File: src/rtl/mem_guard_pkg.sv
package mem_guard_pkg;
  typedef enum logic {
    SEL_LOWER = 1'b0,
    SEL_UPPER = 1'b1
  } bnd_sel_e;
endpackage

File: src/rtl/guard_window.sv
module guard_window #(
  parameter int AW = 16
) (
  input  logic [AW-1:0] addr,
  input  logic [AW-1:0] lo,
  input  logic [AW-1:0] hi,
  output logic          hit
);
  // Both ends inclusive; lo > hi yields no match.
  logic above_lo;
  logic below_hi;
  always_comb begin
    above_lo = (addr >= lo);
    below_hi = (addr <= hi);
    hit      = above_lo && below_hi;
  end
endmodule

File: src/rtl/guard_bounds.sv
module guard_bounds
  import mem_guard_pkg::*;
#(
  parameter int AW = 16
) (
  input  logic          clk,
  input  logic          rst,
  input  logic          irq_en,
  input  logic          we,
  input  bnd_sel_e      sel,
  input  logic [AW-1:0] wdata,
  output logic [AW-1:0] lower,
  output logic [AW-1:0] upper
);
  localparam logic [AW-1:0] EMPTY_LO = '1;
  localparam logic [AW-1:0] EMPTY_HI = '0;

  logic wr_ok;
  assign wr_ok = we && !irq_en;

  always_ff @(posedge clk) begin
    if (rst) begin
      lower <= EMPTY_LO;
      upper <= EMPTY_HI;
    end else if (wr_ok) begin
      if (sel == SEL_LOWER) lower <= wdata;
      else                  upper <= wdata;
    end
  end

  a_r5_locked_when_enabled: assert property (@(posedge clk) disable iff (rst)
    irq_en |=> ($stable(lower) && $stable(upper)));

  a_r4_lower_written: assert property (@(posedge clk) disable iff (rst)
    (we && !irq_en && sel == SEL_LOWER) |=> (lower == $past(wdata)));

  a_r4_upper_written: assert property (@(posedge clk) disable iff (rst)
    (we && !irq_en && sel == SEL_UPPER) |=> (upper == $past(wdata)));
endmodule

File: src/rtl/guard_alarm.sv
module guard_alarm #(
  parameter int AW = 16
) (
  input  logic          clk,
  input  logic          rst,
  input  logic          refused,
  input  logic [AW-1:0] addr,
  output logic          pulse,
  output logic [AW-1:0] vaddr
);
  always_ff @(posedge clk) begin
    if (rst) begin
      pulse <= 1'b0;
      vaddr <= '0;
    end else begin
      pulse <= refused;
      if (refused) vaddr <= addr;
    end
  end

  a_r8_pulse_follows: assert property (@(posedge clk) disable iff (rst)
    refused |=> (pulse && vaddr == $past(addr)));

  a_r8_no_spurious: assert property (@(posedge clk) disable iff (rst)
    !refused |=> !pulse);
endmodule

File: src/rtl/mem_guard.sv
module mem_guard
  import mem_guard_pkg::*;
#(
  parameter int              AW     = 16,
  parameter logic [AW-1:0]   FIX_LO = 16'h0000,
  parameter logic [AW-1:0]   FIX_HI = 16'h00FF
) (
  input  logic          clk,
  input  logic          rst,
  input  logic          irq_en,
  input  logic          req_valid,
  input  logic [AW-1:0] req_addr,
  input  logic          bnd_we,
  input  logic          bnd_sel,
  input  logic [AW-1:0] bnd_wdata,
  output logic          grant,
  output logic          suppress,
  output logic          viol_pulse,
  output logic [AW-1:0] viol_addr
);
  localparam int NWIN = 2;

  logic [AW-1:0]   var_lo;
  logic [AW-1:0]   var_hi;
  logic [NWIN-1:0] win_hit;
  logic [AW-1:0]   win_lo [NWIN];
  logic [AW-1:0]   win_hi [NWIN];
  logic            any_hit;
  logic            checking;

  guard_bounds #(.AW(AW)) u_bounds (
    .clk   (clk),
    .rst   (rst),
    .irq_en(irq_en),
    .we    (bnd_we),
    .sel   (bnd_sel_e'(bnd_sel)),
    .wdata (bnd_wdata),
    .lower (var_lo),
    .upper (var_hi)
  );

  always_comb begin
    win_lo[0] = FIX_LO;
    win_hi[0] = FIX_HI;
    win_lo[1] = var_lo;
    win_hi[1] = var_hi;
  end

  for (genvar w = 0; w < NWIN; w++) begin : g_win
    guard_window #(.AW(AW)) u_win (
      .addr(req_addr),
      .lo  (win_lo[w]),
      .hi  (win_hi[w]),
      .hit (win_hit[w])
    );
  end

  always_comb begin
    checking = irq_en;
    any_hit  = |win_hit;
    suppress = req_valid && checking && any_hit;
    grant    = req_valid && !suppress;
  end

  guard_alarm #(.AW(AW)) u_alarm (
    .clk    (clk),
    .rst    (rst),
    .refused(suppress),
    .addr   (req_addr),
    .pulse  (viol_pulse),
    .vaddr  (viol_addr)
  );

  a_r7_exclusive: assert property (@(posedge clk) disable iff (rst)
    !(grant && suppress));

  a_r7_idle_quiet: assert property (@(posedge clk) disable iff (rst)
    !req_valid |-> (!grant && !suppress));

  a_r6_open_when_disabled: assert property (@(posedge clk) disable iff (rst)
    (req_valid && !irq_en) |-> grant);

  a_r2_fixed_refused: assert property (@(posedge clk) disable iff (rst)
    (req_valid && irq_en && req_addr >= FIX_LO && req_addr <= FIX_HI) |-> suppress);

  a_r9_inverted_empty: assert property (@(posedge clk) disable iff (rst)
    (var_lo > var_hi) |-> !win_hit[1]);
endmodule

File: config.mk
export PLATFORM = sky130hd
export DESIGN_NAME = mem_guard
export DESIGN_NICKNAME = d
export VERILOG_FILES = /design/src/rtl/mem_guard_pkg.sv /design/src/rtl/guard_window.sv /design/src/rtl/guard_bounds.sv /design/src/rtl/guard_alarm.sv /design/src/rtl/mem_guard.sv
export SDC_FILE = /design/constraint.sdc
export NUM_CORES = 1
export LEC_CHECK = 0
export ABC_AREA = 1
export BUFFER_PORTS_ARGS = -buffer_cell sky130_fd_sc_hd__buf_2
export CORE_MARGIN = 10
export CORE_UTILIZATION = 55
export CTS_BUF_LIST = sky130_fd_sc_hd__clkbuf_8
export DETAILED_ROUTE_END_ITERATION = 6
export PLACE_DENSITY = 0.84
export SYNTH_ARGS = -nofsm -noshare
export SYNTH_HDL_FRONTEND = slang
export SYNTH_SLANG_ARGS = --single-unit
File: constraint.sdc
create_clock -name clk -period 2.03 [get_ports clk]
set_clock_uncertainty 0.15 [all_clocks]
set_input_delay 0.1015 -clock clk [delete_from_list [all_inputs] [get_ports clk]]
set_output_delay 0.1015 -clock clk [all_outputs]
set_load 0.02 [all_outputs]
==> key figures, run 1 <==
Critical path
  • FF-to-FF Start: u_bounds.lower[3]$_SDFFE_PP1P_
  • WP data arrival: 2110 ps
  • Worst-path cell chain: inv_1 -> ha_4 -> nand2_1 -> inv_1 -> nand2_1 -> nand2_1 -> nand2_1 -> nand2_1 -> nand2_1 -> nand3_1 -> nand2_2 -> nand2_4 -> nand2_4 -> inv_4 -> nor2_4 -> buf_6
  • Worst r2r dst: u_alarm.vaddr[0]$_SDFFE_PP0P_
  • CP delay by family, top: simple AND/OR/NAND/NOR gates
  • Worst R2R Setup Slack: -310 ps
  • Register-to-Register Path Depth: 18
  • CP max stage delay: 300 ps
  • Worst Setup SP: u_bounds.lower[3]$_SDFFE_PP1P_
  • WP data required: 1780 ps
  • CP most frequent cell: nand2_1
  • Buf+Inv Stages, Crit Path: 4
  • Worst-path maximum fanout: 2
  • Critical path type: register to output port
  • Slowest-stage cell, CP: dfxtp_1
  • Crit. End Element: output port
  • Worst Setup Start Kind: register

Layout
  • Antenna cell count: 0
  • Nets: 517
  • Area grow syn2layout: 37.7%
  • Post-layout util: 78.3%
  • Share of layout cells above drive strength 1: 30.8%

Synth
  • Post-synth EDFFs: 0
  • Post-synthesis cell count: 366
  • Complex-gate fraction of the synthesized area: 18.1%
  • #FFs+latches synth: 49
  • Post-Syn Area per Cell: 7.34 µm²
  • Mapped Area: 0.00269 mm²
  • Post-Syn Nets: 436
  • Synth unique cells: 21
  • Synth Flop Type: dfxtp_1
  • Largest family of logic cells by synthesized area: simple AND/OR/NAND/NOR gates
  • Async set-reset flop share out of synthesis: 0%
  • Post-synthesis simple-gate area fraction: 18.7%
  • Warnings from Yosys: 0
  • Seq/Total Area, Yosys: 36.5%
  • Synth Area in XOR/XNOR: 0%
  • Post-synthesis mux area share: 0%
  • Adder-Cell Fraction of Synth Area: 14.9%

Detailed routing
  • Number of DRC markers in iteration 0: 218
  • Vias: 2852
  • Post-DRT Antenna Nets: 0
  • Drt drc: 0
  • TritonRoute pass-1 iters: 5
  • Routed len/inst: 16.8 µm
  • DR vias/cell: 5.54
  • WL final: 8.64 mm

STA
  • Final Setup Violations: 18
  • Worst-margin pin slew: 448 ps
  • Min Tclk post-route: 2360 ps
  • Final max-slew violation count: 0
  • Final hold viol count: 0
  • Final setup margin: -334 ps
  • Relative slew slack: 70.1%
  • RSZ-0062 raised after global routing: true
  • Final Cycle Share: 116%
  • F_max: 423 MHz
  • Fin Hold WS: 25.0 ps

Place
  • Final GP Congestion: 0.821
  • Buffers added on ports: 56
  • Post-DP HPWL: 4.92 mm

Die
  • Row count: 25
  • Die Height: 89.9 µm
  • Initial core utilization: 56.8%
  • Top-level port count: 57
  • Die Width: 89.9 µm
  • Core Box Area: 0.00472 mm²
  • Die area: 0.00808 mm²

Run status
  • Failing checks: negative setup slack
  • Status: complete, but fails checks

Clocking
  • Num CTS Buffers: 5
  • Worst skew pair latency: 320 ps
  • Clock-pin transition on the worst setup and hold timing paths: 90 ps
  • CTS tree: done
  • Clock Path Buffers: 2
  • CTS sink cnt: 49
  • Root buffer cell: clkbuf_8
  • H-tree depth: 2

Power and ir drop
  • Sw frac: 28.7%
  • Seq pwr share: 45.0%
  • Combinational share of power: 21.8%
  • Switching power: 0.000646 W
  • Power per cell area: 608 mW/mm²
  • Max IR drop VDD: 0.000388 V
  • Leak: 1.83 nW
  • Power Internal: 0.00160 W
  • Clock share of power: 33.2%

GRT
  • Initial antenna violation count: 0
  • Vias in the first global route: 2691
  • First-pass GRT wire length: 12.5 mm
  • Total gr overflow: 0
  • All-Layer GR Usage: 18.1%
  • Pin count of the biggest net entering global routing: 34

Min path
  • WHS Endpoint: u_alarm.vaddr[6]$_SDFFE_PP0P_
  • Worst Hold Launch: req_addr[6]
  • Hold Path Cell Cnt: 5
  • Hold Crit Class: primary input to register

Flow run
  • MaxCap Viol Count: 0
==> sequential cells by signal (all words and copies together) (netlist names) <==
name and count:
u_alarm.vaddr 16, u_bounds.lower 16, u_bounds.upper 16, u_alarm.pulse 1
==> layout by cell type (no fill, tap or decap), drive strengths merged <==
master	n
a21o	1
a21oi	60
buf	72
bufinv	1
clkbuf	7
dfxtp	49
dlygate4sd3	18
ha	32
inv	61
nand2	54
nand3	24
nand4	4
nor2	28
nor3	2
o21a	1
o21ai	34
==> per-stage QoR <==
step           std cells  area [µm²]  TNS [ps]  total power (W)  setup WS (ps)
6_report             515        3700     -4890          0.00225           -334
5_1_grt              515        3700     -7810          0.00233           -477
4_1_cts              509        3440     -1470          0.00215           -207
3_5_place_dp         479        3020         0          0.00137           20.7
3_3_place_gp         479        3020         0          0.00136           34.4
2_1_floorplan        366        2690         0          0.00126            126
==> synthesized netlist by cell type, types with 2 or more instances <==
| cell | instances | share of area (%) |
|---|---|---|
| nand4_1 | 4 | 0.93 |
| dfxtp_1 | 49 | 37 |
| nand2_2 | 2 | 0.47 |
| inv_1 | 60 | 8.4 |
| clkbuf_1 | 10 | 1.4 |
| a21oi_1 | 60 | 11 |
| nand3_1 | 20 | 3.7 |
| nor2_1 | 27 | 3.8 |
| nand3_2 | 4 | 1.5 |
| nand2_1 | 51 | 7.1 |
| ha_1 | 32 | 15 |
| buf_6 | 3 | 1.3 |
| buf_2 | 3 | 0.56 |
| o21ai_0 | 34 | 6.3 |
==> worst max-delay path by stage <==
stage | endpoint | slack, ps | cells after the start
floorplan | grant | 130 | 12
global placement | grant | 30 | 14
detailed placement | u_alarm.vaddr[0]$_SDFFE_PP0P_ | 20 | 14
CTS | grant | -210 | 13
global route | grant | -480 | 16
finish | grant | -330 | 16
==> power groups by stage <==
stage,logic [W],clock network (W),registers (W)
floorplan,0.000222,0,0.00103
global placement,0.000330,0,0.00103
detailed placement,0.000344,0,0.00103
CTS,0.000400,0.000736,0.00101
global route,0.000535,0.000777,0.00101
finish,0.000490,0.000746,0.00101
==> final cells by class <==
type / count / area, µm²
Clock buffer: 6 / 82.6
Clock inverter: 2 / 33.8
Fill cell: 291 / 1030
Inverter: 60 / 228
Multi-Input combinational cell: 240 / 1640
Sequential cell: 49 / 986
Tap cell: 67 / 83.8
Timing Repair Buffer: 91 / 642
==> cells by family (layout without fill, tap and decap cells) <==
logic type	count (synthesis)	after routing
simple gates	112	112
compound gates	96	96
buf+inv	77	159
flops	49	49
fa+ha+maj	32	32
==> routing by layer <==
layer	vias up	track usage (%)	routed length, µm
li1	1359	-	-
met5	-	0	0
met1	1313	21.3	3520
met2	143	29.6	4070
met3	37	5.24	662
met4	0	8.36	395
==> worst min-delay path, cell delays in order <==
cell     delay, ps
buf_2          130
inv_1           60
nand3_1         70
nand2_1         60
nor2_1          40
==> repair_timing <==
action	in CTS	in global routing
pin swaps	7	16
buffers inserted	4	5
hold buffers	18	0
cloned	0	1
setup endpoints to repair	7	19
hold endpoints to repair	33	0
gates resized for setup	19	43
No activity file was read; power rests on OpenSTA's default activity.
==> run 2: changes to the inputs <==
CORE_UTILIZATION = 38   (was 55)
PLACE_DENSITY = 0.63   (was 0.84)
==> run 2 against run 1 <==
Against the previous run:
- the flow still finishes with violations (negative setup slack)
- hold slack lost 4.4 ps
- critical path depth is 4 lower
- via count decreased by 12%
- sequential share of layout area increased by 0.47 points
==> key figures, run 2 (synthesis gave the netlist of run 1 again) <==
Run status
  • Status: complete, but fails checks
  • Failing checks: negative setup slack

Clocking
  • Num CTS Buffers: 5 (unchanged)
  • Worst skew pair latency: 300 ps (-20 ps)
  • Clock-pin transition on the worst setup and hold timing paths: 90 ps (about the same)
  • H-tree depth: 2 (unchanged)
  • Root buffer cell: clkbuf_8
  • Clock Path Buffers: 2 (unchanged)
  • CTS tree: done
  • CTS sink cnt: 49 (unchanged)

Die
  • Die Width: 104 µm (+16%)
  • Row count: 30 (+20%)
  • Top-level port count: 57 (unchanged)
  • Die area: 0.0108 mm² (+34%)
  • Core Box Area: 0.00683 mm² (+45%)
  • Die Height: 104 µm (+16%)
  • Initial core utilization: 39.3% (-18 points)

Place
  • Area after DPL: 0.00308 mm² (+1.7%)
  • Final GP Congestion: 0.848 (+3.2%)
  • Post-DP HPWL: 5.16 mm (+5.0%)
  • Post-Place Cells: 510 (+6.5%)
  • Buffers added on ports: 56 (unchanged)

Layout
  • Share of layout cells above drive strength 1: 29.7% (-1.1 points)
  • Commonest non-fill, non-tap cells in the layout: buf_2, inv_1, nand2_1, a21oi_1, dfxtp_1
  • Post-route cell area: 0.00363 mm² (-1.7%)
  • Largest registers: u_alarm.vaddr: 16 flops, u_bounds.lower: 16 flops, u_bounds.upper: 16 flops
  • Nets: 511 (-1.2%)
  • Cell Count, Final, Fillers Out: 537 (+4.3%)
  • Antenna cell count: 0 (unchanged)
  • Commonest non-fill, non-tap cell in the layout: buf_2
  • Area grow syn2layout: 35.3%

GRT
  • Total gr overflow: 0 (unchanged)
  • All-Layer GR Usage: 12.7% (-5.3 points)
  • Vias in the first global route: 2496 (-7.2%)
  • First-pass GRT wire length: 11.7 mm (-6.4%)
  • Initial antenna violation count: 0 (unchanged)
  • Pin count of the biggest net entering global routing: 33 (-2.9%)

STA
  • Min Tclk post-route: 2190 ps (-172 ps)
  • Worst-margin pin slew: 453 ps (+5.10 ps)
  • Final setup margin: -163 ps (+172 ps)
  • Final hold viol count: 0 (unchanged)
  • Relative slew slack: 69.7% (-0.37 points)
  • Final Setup Violations: 18 (unchanged)
  • Setup_tns: -1630 ps (+3260 ps)
  • Final max-slew violation count: 0 (unchanged)
  • RSZ-0062 raised after global routing: true
  • Final Cycle Share: 108% (-8.5 points)
  • F_max: 456 MHz (+7.8%)

Detailed routing
  • Drt drc: 0 (unchanged)
  • DR vias/cell: 4.69 (-15%)
  • Number of DRC markers in iteration 0: 111 (-49%)
  • Post-DRT Antenna Nets: 0 (unchanged)
  • Routed len/inst: 13.1 µm (-22%)
  • WL final: 7.03 mm (-19%)
  • TritonRoute pass-1 iters: 4 (-1)
  • Vias: 2520 (-12%)

Critical path
  • WP data arrival: 1940 ps (-170 ps)
  • Worst Setup SP: u_bounds.lower[11]$_SDFFE_PP1P_
  • Crit. End Element: output port
  • Worst setup path endpoint: grant
  • WP data required: 1780 ps (about the same)
  • Register-to-Register Path Depth: 13 (-5)
  • FF-to-FF Start: u_bounds.lower[11]$_SDFFE_PP1P_
  • Worst R2R Setup Slack: -120 ps (+190 ps)
  • Worst-path maximum fanout: 3 (+1)
  • Worst Setup Start Kind: register
  • Worst r2r dst: u_alarm.vaddr[4]$_SDFFE_PP0P_
  • Critical path type: register to output port
  • Worst-path cell chain: inv_1 -> ha_1 -> a21oi_1 -> a21oi_1 -> nor2_1 -> nand3_2 -> nand2_2 -> nand2_4 -> nand2_2 -> inv_2 -> nor2_1 -> buf_4
  • CP max stage delay: 310 ps (about the same)
  • Slowest-stage cell, CP: dfxtp_1

Power and ir drop
  • Max IR drop VDD: 0.000338 V (-13%)
  • Leak: 1.75 nW (-3.9%)
  • Power per cell area: 560 mW/mm² (-8.0%)
  • Total power: 0.00203 W (-9.5%)

Flow run
  • MaxCap Viol Count: 0 (unchanged)

Min path
  • Hold Crit Class: primary input to register
-- run 2: worst min path at each step --
stage | startpoint | endpoint | cells after the start
floorplan | bnd_wdata[0] | u_bounds.lower[0]$_SDFFE_PP1P_ | 2
global placement | bnd_wdata[4] | u_bounds.lower[4]$_SDFFE_PP1P_ | 3
detailed placement | bnd_wdata[3] | u_bounds.lower[3]$_SDFFE_PP1P_ | 3
CTS | req_addr[2] | u_alarm.vaddr[2]$_SDFFE_PP0P_ | 5
global route | req_addr[6] | u_alarm.vaddr[6]$_SDFFE_PP0P_ | 5
finish | req_addr[0] | u_alarm.vaddr[0]$_SDFFE_PP0P_ | 5
-- run 2: area by class of cell --
type	instances	area [µm²]
multi-input cells	240	1640
fillers	678	3200
clock buffers	6	82.6
well taps	96	120
inverters	60	225
clock inverters	1	3.75
repair buffers	85	574
flip-flops and latches	49	986
-- run 2: critical path, delay by kind of cell, from the launching register on --
kind	cells	cell delay [ps]
buffers and inverters	3	220
adders and majority gates	1	300
DFF	1	310
and+or+nand+nor	6	550
AOI/OAI and AO/OA	2	250
-- run 2: what timing repair did --
item | in CTS | in global routing
hold endpoints to repair | 32 | 0
resized for setup | 23 | 34
setup endpoints to repair | 2 | 18
pin swaps | 10 | 5
buffers inserted | 1 | 2
hold buffers | 17 | 0
-- run 2: report_power, final --
part	internal [W]	switching (W)	total [W]
logic	0.000192	0.000247	0.000439
registers	0.000998	0.0000117	0.00101
clock network	0.000266	0.000318	0.000584
total	0.00146	0.000577	0.00203
-- run 2: metal layers --
metal / vias to the layer above / global-route usage, % / share of wire (%)
li1: 1337 / - / -
met1: 1130 / 16.0 / 49
met2: 48 / 20.8 / 45
met3: 5 / 3.41 / 5.0
met4: 0 / 3.58 / 0.94
met5: - / 0 / 0
-- run 2: through the flow --
step	setup slack [ps]	utilization [%]	hold WS, ps
2_1_floorplan	126	-	77.7
3_3_place_gp	10.7	45.0	180
3_5_place_dp	13.1	45.0	186
4_1_cts	-149	51.0	1.90
5_1_grt	-315	53.2	40.1
6_report	-163	53.2	20.6
